**src/rtl/gb66_pkg.sv**
```systemverilog
package gb66_pkg;
    parameter int WORD_W = 64;
    parameter int HDR_W  = 2;
    parameter logic [HDR_W-1:0] HDR_DATA = 2'b01;
    parameter logic [HDR_W-1:0] HDR_CTRL = 2'b10;

    typedef enum logic [0:0] {
        ST_FILL  = 1'b0,
        ST_DRAIN = 1'b1
    } seq_state_e;
endpackage

```
**src/rtl/gb66_seq.sv**
```systemverilog
module gb66_seq #(
    parameter int PERIOD = 33,
    parameter int CNT_W  = $clog2(PERIOD)
) (
    input  logic             clk,
    input  logic             rst,
    output logic             ready,
    output logic             drain,
    output logic [CNT_W-1:0] slot
);
    import gb66_pkg::*;

    localparam logic [CNT_W-1:0] LAST_FILL = CNT_W'(PERIOD - 2);

    seq_state_e       state, state_n;
    logic [CNT_W-1:0] cnt, cnt_n;

    // state register
    always_ff @(posedge clk) begin
        if (rst) begin
            state <= ST_FILL;
            cnt   <= '0;
        end else begin
            state <= state_n;
            cnt   <= cnt_n;
        end
    end

    // next state
    always_comb begin
        state_n = state;
        cnt_n   = cnt;
        unique case (state)
            ST_FILL: begin
                cnt_n = cnt + 1'b1;
                if (cnt == LAST_FILL) state_n = ST_DRAIN;
            end
            ST_DRAIN: begin
                cnt_n   = '0;
                state_n = ST_FILL;
            end
        endcase
    end

    // outputs
    always_comb begin
        ready = 1'b1;
        drain = 1'b0;
        unique case (state)
            ST_FILL:  begin ready = 1'b1; drain = 1'b0; end
            ST_DRAIN: begin ready = 1'b0; drain = 1'b1; end
        endcase
        slot = cnt;
    end

    p_pause_single_r1: assert property (@(posedge clk) disable iff (rst)
        drain |=> ready);

    p_pause_after_last_r1: assert property (@(posedge clk) disable iff (rst)
        (ready && cnt == LAST_FILL) |=> !ready);
endmodule

```
**src/rtl/gb66_pack.sv**
```systemverilog
module gb66_pack #(
    parameter int WORD_W = 64,
    parameter int HDR_W  = 2,
    parameter int SLOT_W = 6
) (
    input  logic              clk,
    input  logic              rst,
    input  logic              take,
    input  logic              drain,
    input  logic [SLOT_W-1:0] slot,
    input  logic [HDR_W-1:0]  hdr,
    input  logic [WORD_W-1:0] data,
    output logic              out_valid,
    output logic [WORD_W-1:0] out_word
);
    import gb66_pkg::*;

    localparam int BLK_W = WORD_W + HDR_W;
    localparam int CAT_W = 2 * WORD_W;
    localparam int SH_W  = $clog2(CAT_W) + 1;

    logic [WORD_W-1:0] res, res_n, word_n;
    logic [BLK_W-1:0]  blk;
    logic [CAT_W-1:0]  blk_ext, cat;
    logic [SH_W-1:0]   sh;

    always_comb begin
        blk     = take ? {data, hdr} : {{WORD_W{1'b0}}, HDR_CTRL};
        blk_ext = {{(CAT_W - BLK_W){1'b0}}, blk};
        sh      = SH_W'(slot) * SH_W'(HDR_W);
        cat     = {{WORD_W{1'b0}}, res} | (blk_ext << sh);
        if (drain) begin
            word_n = res;
            res_n  = '0;
        end else begin
            word_n = cat[WORD_W-1:0];
            res_n  = cat[CAT_W-1:WORD_W];
        end
    end

    always_ff @(posedge clk) begin
        if (rst) begin
            res       <= '0;
            out_word  <= '0;
            out_valid <= 1'b0;
        end else begin
            res       <= res_n;
            out_word  <= word_n;
            out_valid <= 1'b1;
        end
    end

    p_residue_empty_r3: assert property (@(posedge clk) disable iff (rst)
        drain |=> (res == '0));

    p_drain_word_r3: assert property (@(posedge clk) disable iff (rst)
        drain |=> (out_word == $past(res)));

    p_hdr_first_r2: assert property (@(posedge clk) disable iff (rst)
        (take && slot == '0) |=> (out_word[HDR_W-1:0] == $past(hdr)));

    p_filler_r5: assert property (@(posedge clk) disable iff (rst)
        (!drain && !take && slot == '0) |=> (out_word == WORD_W'(HDR_CTRL)));
endmodule

```
**src/rtl/gb66_tx_lane.sv**
```systemverilog
module gb66_tx_lane #(
    parameter int WORD_W = 64,
    parameter int HDR_W  = 2
) (
    input  logic              clk,
    input  logic              rst,
    input  logic              in_valid,
    output logic              in_ready,
    input  logic [HDR_W-1:0]  in_hdr,
    input  logic [WORD_W-1:0] in_data,
    output logic              out_valid,
    output logic [WORD_W-1:0] out_word
);
    localparam int PERIOD = WORD_W / HDR_W + 1;
    localparam int SLOT_W = $clog2(PERIOD);

    logic              drain;
    logic              take;
    logic [SLOT_W-1:0] slot;

    gb66_seq #(.PERIOD(PERIOD), .CNT_W(SLOT_W)) u_seq (
        .clk   (clk),
        .rst   (rst),
        .ready (in_ready),
        .drain (drain),
        .slot  (slot)
    );

    assign take = in_valid && in_ready;

    gb66_pack #(.WORD_W(WORD_W), .HDR_W(HDR_W), .SLOT_W(SLOT_W)) u_pack (
        .clk       (clk),
        .rst       (rst),
        .take      (take),
        .drain     (drain),
        .slot      (slot),
        .hdr       (in_hdr),
        .data      (in_data),
        .out_valid (out_valid),
        .out_word  (out_word)
    );

    p_valid_run_r7: assert property (@(posedge clk) disable iff (rst)
        out_valid |=> out_valid);
endmodule

```
**config.mk**
```make
export PLATFORM = sky130hd
export DESIGN_NAME = gb66_tx_lane
export DESIGN_NICKNAME = d
export VERILOG_FILES = /design/src/rtl/gb66_pkg.sv /design/src/rtl/gb66_seq.sv /design/src/rtl/gb66_pack.sv /design/src/rtl/gb66_tx_lane.sv
export SDC_FILE = /design/constraint.sdc
export NUM_CORES = 1
export LEC_CHECK = 0
export ABC_AREA = 1
export BUFFER_PORTS_ARGS = -buffer_cell sky130_fd_sc_hd__buf_2
export CAP_MARGIN = 20
export CORE_UTILIZATION = 58
export DETAILED_ROUTE_END_ITERATION = 10
export PLACE_DENSITY = 0.81
export SYNTH_ARGS = -nofsm -noshare
export SYNTH_HDL_FRONTEND = slang
export SYNTH_HIERARCHICAL = 1
export SYNTH_SLANG_ARGS = --single-unit
```
**constraint.sdc**
```tcl
create_clock -name clk -period 2.26 [get_ports clk]
set_input_delay 0.678 -clock clk [delete_from_list [all_inputs] [get_ports clk]]
set_output_delay 0.678 -clock clk [all_outputs]
set_load 0.02 [all_outputs]
```
==> metrics.txt <==
status finished, final reports clean; CTS max path bufs 2; Max rail drop VDD 0.6423 mV; CP required 2.59 ns; setup repair after global routing missed its margin no; max-slew violation count 0; Rows 45; Clock transition at path regs 0.06 ns; Initial Util 59.92%; Yosys reg bits 136; hold_buf cts 0; f_max 0.4649 GHz; startpoint types flip-flop; Distinct cells, synth 34; normalized max-slew margin 43.34%; post_cts resized 0; worst-margin pin slew 0.8447 ns; syn_area_per_cell 5.954 µm²; register area share after synthesis 29.56%; Final HPWL DP 28540 µm; Core Footprint 15370 µm²; Ys Warns 6; Non-Filler Instances 1876; port bufs 134; placed instance count 1842; DR pass1 iterations 7; antenna viol nets, final 0; clk_skew 0.008563 ns; busiest grt layer met2; die area 16390 µm²; routed wire length 39360 µm; Mapped Cells 1547; area of all placed cells without fillers 10870 µm²; Num CTS Buffers 17; Tot GR Track Use 48.66%; boundary pin count 135; total negative slack 0 ns; number of setup violations in the final report 0; DP Area 10210 µm²; syn nets 1617; met3 Track Usage GR 16.07%; post-CTS setup buffers 0; routed vias/inst 6.376; wire length per cell 20.98 µm; total grt overflow 0; vias in the first global route 10.78k; clk_lat worst skew 0.42 ns; leakage power 5.292 nW; global placer's final weighted congestion 1.096; period utilization 95.18%; Final Critical Period 2.151 ns; Mapped Area 9210 µm²; met2 Use GR 77.05%; crit-path max FO 28; pin count of the biggest net entering global routing 86; PnR worst setup slack 0.1090 ns; Fin. Hold Viols 0; Die X 128.0 µm; via count 11.96k; area grow syn2layout 17.99%; H-tree depth 4; HP Class reg -> reg; pre-CTS WS -0.1872 ns; Worst setup EP type flip-flop; CP max stage delay 0.32 ns; initial antenna violation count 0; CP max stage cell dfxtp_1; met1 Usage GRT 54.59%; first-pass GRT wire length 59530 µm; Die Y 128.0 µm; critical path, cell by cell inv_1 > nand2_1 > inv_2 > buf_12 > nand2_1 > nand2_1 > nand3_1 > nand3_1 > nand3_1 > nand2_1 > nand3_1 > a21oi_2; Setup Crit Path Kind reg -> reg; Final #Nets 1721; share of cells above drive strength 1 16.35%; DR iter-0 viols 2148; clk sinks 136; CTS tree done; Fin Hold WS 0.4309 ns; Max Cap Viol 0; CTS Root Cell clkbuf_16; Worst EP arrival 2.48 ns; Power Dens Cells 719.0 nW/µm²; Residual DRC 0
==> registers in the layout, summed over array words and instances, names as in the netlist <==
name and cells:
u_pack/out_valid 1, u_pack/out_word 64, u_pack/res 64, u_seq/slot 6, u_seq/state 1
==> metal layers <==
layer  vias up  part of all wire [%]
met5         -                     0
met4         0                   8.5
met3       232                    13
met2       971                    44
met1      5336                    35
li1       5422                     -
==> cells by family (layout without fill, tap and decap cells) <==
logic type | Yosys count | after routing | share of synthesized area (%)
other cells | 0 | 1 | 0
flops | 136 | 136 | 29.56
simple gates | 1062 | 1062 | 50.93
fa+ha+maj | 1 | 1 | 0.1358
xor+xnor | 1 | 1 | 0.09511
compound gates | 162 | 162 | 9.605
buf+inv | 185 | 302 | 9.673
==> critical path: cells and delay by family, from the launching register on <==
family / cells / cell delay [ns]
AND/OR/NAND/NOR: 8 / 1.05
buffers and inverters: 3 / 0.40
flip-flops: 1 / 0.32
AO/OA/AOI/OAI: 1 / 0.26
==> placed cells by master (no fill, tap or decap), drive strengths merged <==
master	count
buf	204
a21oi	105
o211ai	1
ha	1
inv	66
nor3	5
xor2	1
nor2	72
diode	1
dfxtp	136
bufinv	2
nand3	491
nand4	17
nand2	475
o21ai	31
clkinv	9
clkinvlp	2
clkbuf	19
o21bai	2
a31oi	6
nor3b	1
and2	1
o21a	17
==> final timing paths <==
path | from | endpoint | slack, ns | depth (start not counted)
setup / recovery | u_seq/state | u_pack/out_word[30] | 0.11 | 12
hold / removal | u_pack/res[39] | u_pack/out_word[39] | 0.43 | 2
setup reg to reg | u_seq/state | u_pack/out_word[30] | 0.11 | 12
hold reg to reg | u_pack/res[39] | u_pack/out_word[39] | 0.43 | 2
==> Yosys cell counts (all sizes together) <==
master	count	area (µm²)
a21oi	105	529.3
a31oi	6	37.54
and2	1	6.260
buf	75	475.4
clkbuf	45	168.9
clkinv	3	11.26
dfxtp	136	2723
ha	1	12.51
inv	62	235.2
nand2	475	1798
nand3	491	2462
nand4	17	106.4
nor2	72	275.3
nor3	5	35.03
nor3b	1	7.510
o211ai	1	12.51
o21a	17	127.6
o21ai	31	158.9
o21bai	2	18.77
xor2	1	8.760
==> per-stage QoR <==
| stage | util [%] | power (mW) |
|---|---|---|
| finish | 70.70 | 7.813 |
| global route | 70.68 | 8.096 |
| CTS | 70.35 | 7.695 |
| detailed placement | 66.42 | 4.896 |
| global placement | 66.42 | 4.876 |
| floorplan | - | 4.119 |
==> area by class of cell <==
| cell class | count | area [µm²] |
|---|---|---|
| clock buffer | 18 | 439.2 |
| antenna | 1 | 2.502 |
| tap | 211 | 264.0 |
| clock inverter | 14 | 163.9 |
| sequential | 136 | 2729 |
| inverter | 65 | 246.5 |
| multi-input combinational | 1226 | 5625 |
| timing repair buffer | 205 | 1396 |
| fill | 1345 | 4504 |
==> power breakdown <==
part	switching [mW]	internal [mW]
Combinational	1.67	0.726
Clock	1.14	1.68
Sequential	0.0456	2.55
Total	2.86	4.96
(Power assumes the default switching activity.)
